$ cat config.mk
export PLATFORM = sky130hd
export DESIGN_NAME = trim_step_store
export DESIGN_NICKNAME = d
export VERILOG_FILES = /design/src/rtl/trim_pkg.sv /design/src/rtl/trim_sync_edge.sv /design/src/rtl/trim_prog_qual.sv /design/src/rtl/trim_nv_reg.sv /design/src/rtl/trim_step_store.sv
export SDC_FILE = /design/constraint.sdc
export NUM_CORES = 1
export LEC_CHECK = 0
export BUFFER_PORTS_ARGS = -buffer_cell sky130_fd_sc_hd__buf_2
export CORE_UTILIZATION = 50
export DETAILED_ROUTE_END_ITERATION = 7
export PLACE_DENSITY = 0.67
export SETUP_SLACK_MARGIN = 0.1
export SLEW_MARGIN = 40
export SYNTH_ARGS = -nofsm -noshare
export SYNTH_HDL_FRONTEND = slang
export SYNTH_SLANG_ARGS = --single-unit
$ cat constraint.sdc
create_clock -name clk -period 2.95 [get_ports clk]
set_input_delay 0.7375 -clock clk [delete_from_list [all_inputs] [get_ports clk]]
set_output_delay 0.7375 -clock clk [all_outputs]
set_load 0.02 [all_outputs]
$ cat src/rtl/trim_pkg.sv
package trim_pkg;

    // Bit positions inside the synchronized input vector
    localparam int unsigned IN_UP   = 0;
    localparam int unsigned IN_DN   = 1;
    localparam int unsigned IN_PROG = 2;
    localparam int unsigned IN_EN   = 3;
    localparam int unsigned IN_NUM  = 4;

    typedef enum logic [1:0] {
        ST_LOAD  = 2'd0,  // waiting out the store read latency
        ST_LOCK  = 2'd1,  // adjust disabled, counter frozen
        ST_RUN   = 2'd2,  // adjust enabled, steps accepted
        ST_WRITE = 2'd3   // store write in progress
    } ctl_state_e;

    typedef struct packed {
        logic up;
        logic dn;
    } step_req_t;

    function automatic int unsigned max3(input int unsigned a, input int unsigned b,
                                         input int unsigned c);
        int unsigned m;
        m = (a > b) ? a : b;
        return (m > c) ? m : c;
    endfunction

    // Saturating single-step update; exactly one of up/dn is expected set
    function automatic int unsigned sat_step(input int unsigned cur, input int unsigned top,
                                             input step_req_t req);
        int unsigned nxt;
        nxt = cur;
        if (req.up && cur < top) nxt = cur + 1;
        if (req.dn && cur > 0)   nxt = cur - 1;
        return nxt;
    endfunction

endpackage

$ cat src/rtl/trim_sync_edge.sv
module trim_sync_edge #(
    parameter int unsigned N      = 4,
    parameter int unsigned STAGES = 2
) (
    input  logic         clk,
    input  logic         rst,
    input  logic [N-1:0] din,
    output logic [N-1:0] lvl,
    output logic [N-1:0] rise
);

    genvar gi;
    generate
        for (gi = 0; gi < N; gi++) begin : g_bit
            logic [STAGES-1:0] chain;
            logic              prev;

            always_ff @(posedge clk) begin
                if (rst) begin
                    chain <= '0;
                    prev  <= 1'b0;
                end else begin
                    chain <= {chain[STAGES-2:0], din[gi]};
                    prev  <= chain[STAGES-1];
                end
            end

            assign lvl[gi]  = chain[STAGES-1];
            assign rise[gi] = chain[STAGES-1] & ~prev;
        end
    endgenerate

endmodule

$ cat src/rtl/trim_prog_qual.sv
module trim_prog_qual #(
    parameter int unsigned QUAL_CYC = 40000
) (
    input  logic clk,
    input  logic rst,
    input  logic allow,   // counting permitted in this state
    input  logic lvl,     // synchronized program level
    output logic fire     // one-cycle store start
);

    localparam int unsigned CW = $clog2(QUAL_CYC + 1);
    localparam logic [CW-1:0] LAST = CW'(QUAL_CYC - 1);

    logic [CW-1:0] cnt;
    logic          armed;

    assign fire = allow & lvl & armed & (cnt == LAST);

    always_ff @(posedge clk) begin
        if (rst) begin
            cnt   <= '0;
            armed <= 1'b0;
        end else begin
            if (!lvl) begin
                armed <= 1'b1;
                cnt   <= '0;
            end else if (fire) begin
                armed <= 1'b0;
                cnt   <= '0;
            end else if (allow && armed) begin
                cnt <= cnt + 1'b1;
            end else begin
                cnt <= '0;
            end
        end
    end

endmodule

$ cat src/rtl/trim_nv_reg.sv
module trim_nv_reg #(
    parameter int unsigned W = 7
) (
    input  logic         clk,
    input  logic         rst,
    input  logic         we,
    input  logic [W-1:0] wdata,
    output logic [W-1:0] rdata
);

    localparam logic [W-1:0] FACTORY = W'(1) << (W - 1);

    always_ff @(posedge clk) begin
        if (rst)     rdata <= FACTORY;
        else if (we) rdata <= wdata;
    end

endmodule

$ cat src/rtl/trim_step_store.sv
module trim_step_store
    import trim_pkg::*;
#(
    parameter int unsigned W           = 7,
    parameter int unsigned SYNC_STAGES = 2,
    parameter int unsigned RELOAD_CYC  = 2000000,
    parameter int unsigned QUAL_CYC    = 40000,
    parameter int unsigned WRITE_CYC   = 20000000
) (
    input  logic         clk,
    input  logic         rst,
    input  logic         en_i,
    input  logic         up_i,
    input  logic         down_i,
    input  logic         prog_i,
    output logic [W-1:0] trim_o,
    output logic         busy_o,
    output logic         prog_done_o
);

    localparam logic [W-1:0] MID     = W'(1) << (W - 1);
    localparam int unsigned  TOPV    = (1 << W) - 1;
    localparam int unsigned  TMAX    = max3(RELOAD_CYC, WRITE_CYC, 1);
    localparam int unsigned  TW      = $clog2(TMAX + 1);
    localparam logic [TW-1:0] T_LOAD = TW'(RELOAD_CYC - 1);
    localparam logic [TW-1:0] T_WR   = TW'(WRITE_CYC - 1);

    logic [IN_NUM-1:0] in_lvl, in_rise;
    logic              en_s, prog_s;
    step_req_t         req;
    logic              fire;

    ctl_state_e        state;
    logic [TW-1:0]     timer;
    logic [W-1:0]      trim_q;
    logic              skip_q;
    logic              done_q;
    logic              wr_end;
    logic [W-1:0]      nv_q;

    trim_sync_edge #(.N(IN_NUM), .STAGES(SYNC_STAGES)) u_sync (
        .clk  (clk),
        .rst  (rst),
        .din  ({en_i, prog_i, down_i, up_i}),
        .lvl  (in_lvl),
        .rise (in_rise)
    );

    assign en_s   = in_lvl[IN_EN];
    assign prog_s = in_lvl[IN_PROG];
    assign req.up = in_rise[IN_UP];
    assign req.dn = in_rise[IN_DN];

    trim_prog_qual #(.QUAL_CYC(QUAL_CYC)) u_qual (
        .clk   (clk),
        .rst   (rst),
        .allow (state == ST_RUN && en_s),
        .lvl   (prog_s),
        .fire  (fire)
    );

    assign wr_end = (state == ST_WRITE) && (timer == T_WR);

    trim_nv_reg #(.W(W)) u_nv (
        .clk   (clk),
        .rst   (rst),
        .we    (wr_end),
        .wdata (trim_q),
        .rdata (nv_q)
    );

    always_ff @(posedge clk) begin
        if (rst) begin
            state  <= ST_LOAD;
            timer  <= '0;
            trim_q <= MID;
            skip_q <= 1'b1;
            done_q <= 1'b0;
        end else begin
            done_q <= wr_end;
            case (state)
                ST_LOAD: begin
                    if (timer == T_LOAD) begin
                        trim_q <= nv_q;
                        timer  <= '0;
                        state  <= ST_LOCK;
                    end else begin
                        timer <= timer + 1'b1;
                    end
                end
                ST_LOCK: begin
                    if (en_s) begin
                        state  <= ST_RUN;
                        skip_q <= 1'b1;
                    end
                end
                ST_RUN: begin
                    if (!en_s) begin
                        state <= ST_LOAD;
                        timer <= '0;
                    end else if (fire) begin
                        state <= ST_WRITE;
                        timer <= '0;
                    end else if (req.up ^ req.dn) begin
                        if (skip_q) skip_q <= 1'b0;
                        else        trim_q <= W'(sat_step(int'(trim_q), TOPV, req));
                    end
                end
                ST_WRITE: begin
                    if (wr_end) begin
                        state  <= ST_RUN;
                        timer  <= '0;
                        skip_q <= 1'b1;
                    end else begin
                        timer <= timer + 1'b1;
                    end
                end
                default: state <= ST_LOAD;
            endcase
        end
    end

    assign trim_o      = trim_q;
    assign busy_o      = (state == ST_LOAD) || (state == ST_WRITE);
    assign prog_done_o = done_q;

endmodule

# Word-level counts from Yosys, hierarchy flattened
# Cells that the tools add are included.
[totals]
regBits = 70
inputBits = 6
output_inout_bits = 9
word_cells = 88
[classes]
add_sub_neg = 4
order_cmp = 2
eq_ne = 16
mux = 27
bitwise_logic = 10
n_reduce_logical = 15
[ops]
columns = ["cell", "count"]
rows = [
  ["$mux W25", 4],
  ["$pmux W25 S3", 1],
  ["$mux W7", 7],
  ["$add A25 B1 Y25 const B", 1],
  ["$eq A25 B21 Y1 const B", 1],
  ["$eq A25 B25 Y1 const B", 1],
  ["$add A16 B1 Y16 const B", 1],
  ["$eq A16 B16 Y1 const B", 1],
  ["$pmux W7 S2", 1],
  ["$mux W2", 5],
  ["$ne A2 B1 Y1 const B", 4],
  ["$ne A2 B2 Y1 const B", 4],
  ["$pmux W2 S4", 1],
  ["$add A7 B1 Y7 const B", 1],
  ["$gt A7 B1 Y1 const B", 1],
  ["$lt A7 B7 Y1 const B", 1],
  ["$mux W1", 7],
  ["$reduce_and A7 Y1", 1],
  ["$sub A7 B1 Y7 const B", 1],
  ["$reduce_and A6 Y1", 1],
  ["$reduce_bool A3 Y1", 2],
  ["$and A1 B1 Y1", 5],
  ["$logic_and A1 B1 Y1", 5],
  ["$eq A2 B2 Y1 const B", 2],
  ["other kinds (12)", 15],
]

# Longest topological paths before layout
[depth]
word_depth = 10
mapped_depth = 10
ltp_nobuf = 10

# By module
# Synthesis repeated with hierarchy kept, for this count alone.
[hier_totals]
cells_unflattened = 400
hier_area_um2 = 3623.5
[modules_own_cells]
columns = ["mod", "instances", "cells_each", "area_each_um2", "seq_area_each_um2"]
rows = [
  ["trim_step_store", 1, 260, 2187.1, 720.7],
  ["trim_prog_qual", 1, 85, 763.2, 340.3],
  ["trim_sync_edge", 1, 33, 421.7, 240.2],
  ["trim_nv_reg", 1, 22, 251.5, 140.1],
]

# Worst setup path after synthesis
# No wires, ideal clock.
[synth_path]
path_type = "register to register"
from = "reg trim_q[3], in the netlist trim_o[3]"
to = "reg trim_q[5], in the netlist trim_o[5]"
setup_time_ns = 0.121
t_arrival_ns = 2.118
required_time_ns = 2.829
setup_slack_ns = 0.711
stages_incl_launch_ff = 11
n_path_buf = 0
period_less_slack_ns = 2.239
path_cell_list = "dfxtp_1 > nor4_1 > nand2_1 > nand2_1 > inv_1 > ha_1 > a211oi_1 > o21bai_1 > mux2i_1 > a31oi_1 > mux2_2"
[synth_via]
elab_chain_cells = 8
word_cells_on_any_way = 15
cone_classes = "2 x add/sub; 2 x order compare; 1 x eq/ne; 7 x mux; 3 x reduce/logical"
[synth_lines]
columns = ["item", "line", "text"]
rows = [
  ["start: declaration", "trim_step_store.sv:35", "logic [W-1:0] trim_q;"],
  ["start signal: assignment", "trim_step_store.sv:84", "trim_q <= nv_q;"],
  ["start signal: assignment", "trim_step_store.sv:106", "else trim_q <= W'(sat_step(int'(trim_q), TOPV, req));"],
  ["$add A7 B1 Y7 or $gt A7 B1 Y1 (tied branches)", "trim_pkg.sv:34, trim_pkg.sv:35", ""],
  ["$mux W7 or $logic_and A1 B1 Y1 (tied branches)", "trim_pkg.sv:34, trim_pkg.sv:35", ""],
  ["$mux W7", "trim_pkg.sv:35", "if (req.dn && cur > 0) nxt = cur - 1;"],
  ["$mux W7", "trim_step_store.sv:105", "if (skip_q) skip_q <= 1'b0;"],
  ["$mux W7", "trim_step_store.sv:104", "end else if (req.up ^ req.dn) begin"],
  ["$mux W7", "trim_step_store.sv:101", "end else if (fire) begin"],
  ["$mux W7", "trim_step_store.sv:98", "if (!en_s) begin"],
  ["$pmux W7 S2", "trim_step_store.sv:81", "case (state)"],
]
# Parallel ways exist; a longest one is shown, timed or not. The select of a mux whose other input is x is not followed.
# A chain may end at the register's enable or synchronous reset.

# Final worst setup path
[layout_path]
from = "reg u_qual.cnt[7]"
to = "reg timer[24]"
[layout_via]
elab_chain_cells = 4
[layout_lines]
columns = ["item", "line", "text"]
rows = [
  ["start: declaration", "trim_prog_qual.sv:14", "logic [CW-1:0] cnt;"],
  ["start signal: assignment", "trim_prog_qual.sv:31", "cnt <= cnt + 1'b1;"],
  ["$eq A16 B16 Y1", "trim_prog_qual.sv:17", "assign fire = allow & lvl & armed & (cnt == LAST);"],
  ["$and A1 B1 Y1", "trim_prog_qual.sv:17", ""],
  ["$ne A3 B3 Y1 (no line)", "-", ""],
  ["$reduce_and A2 Y1 (no line)", "-", ""],
  ["end signal: assignment", "trim_step_store.sv:88", "timer <= timer + 1'b1;"],
  ["end signal: assignment", "trim_step_store.sv:115", "timer <= timer + 1'b1;"],
  ["end: declaration", "trim_step_store.sv:34", "logic [TW-1:0] timer;"],
]
# No other way between the ends.

==> impl_metrics.env <==
export IMPL_status="complete, no violations"
export IMPL_gr_usage_all_layers=0.221
export IMPL_synth_area_leader_cell="dfxtp_1"
export IMPL_area_growth_pct=12.7
export IMPL_routedWlPerCell_um=14.2
export IMPL_r2r_setup_slack_ns=0.42
export IMPL_cts_sinks=70
export IMPL_cts_hold_buf=0
export IMPL_vdd_drop_max_uv=288
export IMPL_setup_viol=0
export IMPL_grt_pass1_vias=2822
export IMPL_post_place_ws_ns=0.538
export IMPL_synthFlopType="dfxtp_1"
export IMPL_worst_skew_pair_late_latency_ns=0.34
export IMPL_syn_inst=422
export IMPL_grt_first_pass_wirelength_mm=13.2
export IMPL_antenna_left=0
export IMPL_synth_seq_cells=70
export IMPL_die_area_um2=7510
export IMPL_ys_warn_count=0
export IMPL_timing_hold_ws_ns=0.437
export IMPL_tns_ns=0
export IMPL_hold_path_class="flop to flop"
export IMPL_fmax_ghz=0.396
export IMPL_gp_congestion=0.869
export IMPL_critical_path_cell_chain="or3_1, nor4_4, a31oi_4, buf_4, or4_1, a21oi_1"
export IMPL_synth_avg_cell_area_um2=8.49
export IMPL_finalPower_mw=2.07
export IMPL_via_per_inst=5.78
export IMPL_path_buf_inv=1
export IMPL_drt_total_wl_mm=7.63
export IMPL_tritoncts="yes"
export IMPL_worst_setup_path_end_kind="flop"
export IMPL_synth_top_area_frac=0.391
export IMPL_ys_top_cells_by_count="dfxtp_1, a21oi_1, nand2_1, nor2_1, nand3_1"
export IMPL_async_flop_share=0
export IMPL_drt_initial_drc_count=147
export IMPL_vias=3096
export IMPL_grt_start_max_net_pins=26
export IMPL_placementRows=30
export IMPL_cts_buffer_depth=2
export IMPL_syn_area_um2=3580
export IMPL_finalHoldViolCount=0
export IMPL_cts_buffers=9
export IMPL_antenna_found_initial=0
export IMPL_gr_total_overflow=0
export IMPL_htreeDepth=3
export IMPL_path_class="flop to flop"
export IMPL_start_kind="flop"
export IMPL_synth_edff_count=0
export IMPL_layout_setup_ws_ns=0.424
export IMPL_required_ns=3.21
export IMPL_synth_fp_nets=441
export IMPL_drive_gt1_frac=0.118
export IMPL_clkSlewWorstSetupHoldPaths_ns=0.08
export IMPL_nets=455
export IMPL_first_pass_iters=4
export IMPL_path_delay_family="simple AND/OR/NAND/NOR gates"
export IMPL_p_per_area_nw_per_um2=512
export IMPL_ctsResizeCount=0
export IMPL_cp_max_fo=18
export IMPL_p_leak_nw=1.37
export IMPL_yosysSeqAreaShare=0.391
export IMPL_die_h_um=86.7
export IMPL_drc=0
export IMPL_period_minus_slack_ns=2.53
export IMPL_fin_skew_ns=0.00794
export IMPL_slowest_delay_ns=0.53
export IMPL_relSlewSlack=0.514
export IMPL_dpl_hpwl_mm=5.21
export IMPL_core_area_um2=6870
export IMPL_slowest_stage="or4_1"
export IMPL_grt_setup_unrepaired="false"
export IMPL_period_share=0.856
export IMPL_clockRootBuffer="clkbuf_8"
export IMPL_synth_most_common_cell="dfxtp_1"
export IMPL_numPortBuffers=14
export IMPL_dieWidth_um=86.7
export IMPL_finalMaxSlewViolations=0
export IMPL_n_antenna_cell=0
export IMPL_tightestPinTransition_ns=0.728
export IMPL_post_cts_buffers=0
export IMPL_synthTopCellsByArea="dfxtp_1, a21oi_1, ha_1"
export IMPL_max_cap_viol_count=0
export IMPL_initial_core_util=0.522
export IMPL_ios=15
export IMPL_yosys_cell_types_count=56
export IMPL_arrival_ns=2.78
==> cell usage in the layout (no fill, tap or decap), types with 13 or more instances in the layout <==
cell | Yosys | final
o31ai_1 | 14 | 14
a21oi_1 | 36 | 36
nand3_1 | 20 | 20
nand2_1 | 30 | 30
nor2b_1 | 15 | 15
o21ai_0 | 14 | 14
nor2_1 | 30 | 30
or4_1 | 13 | 13
dfxtp_1 | 70 | 70
buf_2 | 1 | 14
nand4_1 | 18 | 18
inv_1 | 14 | 14
==> stage by stage <==
stage               cell area [um2]  utilization  cells
floorplan                      3580            -    422
global placement               3790        0.552    521
detailed placement             3790        0.552    521
CTS                            4040        0.588    536
global route                   4040        0.588    536
finish                         4040        0.588    536
==> final cells by class <==
type / count / area, um2
Clock buffer: 10 / 138
Clock inverter: 5 / 108
Fill cell: 621 / 2830
Inverter: 14 / 52.6
Multi-Input combinational cell: 315 / 2050
Sequential cell: 70 / 1400
Tap cell: 96 / 120
Timing Repair Buffer: 26 / 173
==> cells by family after synthesis <==
kind of cell,count (synthesis),synth area share
buffers and inverters,37,0.0422
adders and majority gates,13,0.0475
muxes,5,0.0143
AOI/OAI and AO/OA,100,0.182
xor gates and xnor gates,17,0.0415
and+or+nand+nor,180,0.282
DFF,70,0.391
==> layer usage <==
metal / routed length (um) / track usage / share of wire
met5: 0 / 0 / 0
met1: 3670 / 0.302 / 0.48
met3: 305 / 0.0381 / 0.040
met4: 65 / 0.0788 / 0.0085
met2: 3590 / 0.351 / 0.47
==> worst paths after layout <==
path | startpoint | end | cells after the start
setup / recovery | u_qual.cnt[7] | timer[24] | 6
setup reg to reg | u_qual.cnt[7] | timer[24] | 6
hold reg to reg | u_sync.g_bit[2].chain[1] | u_qual.armed | 1
hold / removal | u_sync.g_bit[2].chain[1] | u_qual.armed | 1
==> state kept, by name, summed over array words and instances, names as in the netlist <==
name / cells
u_nv.rdata: 7
prog_done_o: 1
timer: 25
u_sync.g_bit.chain: 8
u_sync.g_bit.prev: 2
skip_q: 1
u_qual.cnt: 16
u_qual.armed: 1
trim_o: 7
state: 2
==> power breakdown <==
| group | internal (mW) | leakage, nW | switching (mW) |
|---|---|---|---|
| clock | 0.583 | 0.123 | 0.362 |
| sequential | 0.964 | 0.567 | 0.0179 |
| combinational | 0.0552 | 0.680 | 0.0882 |
Power figures use the tool's default switching activity.
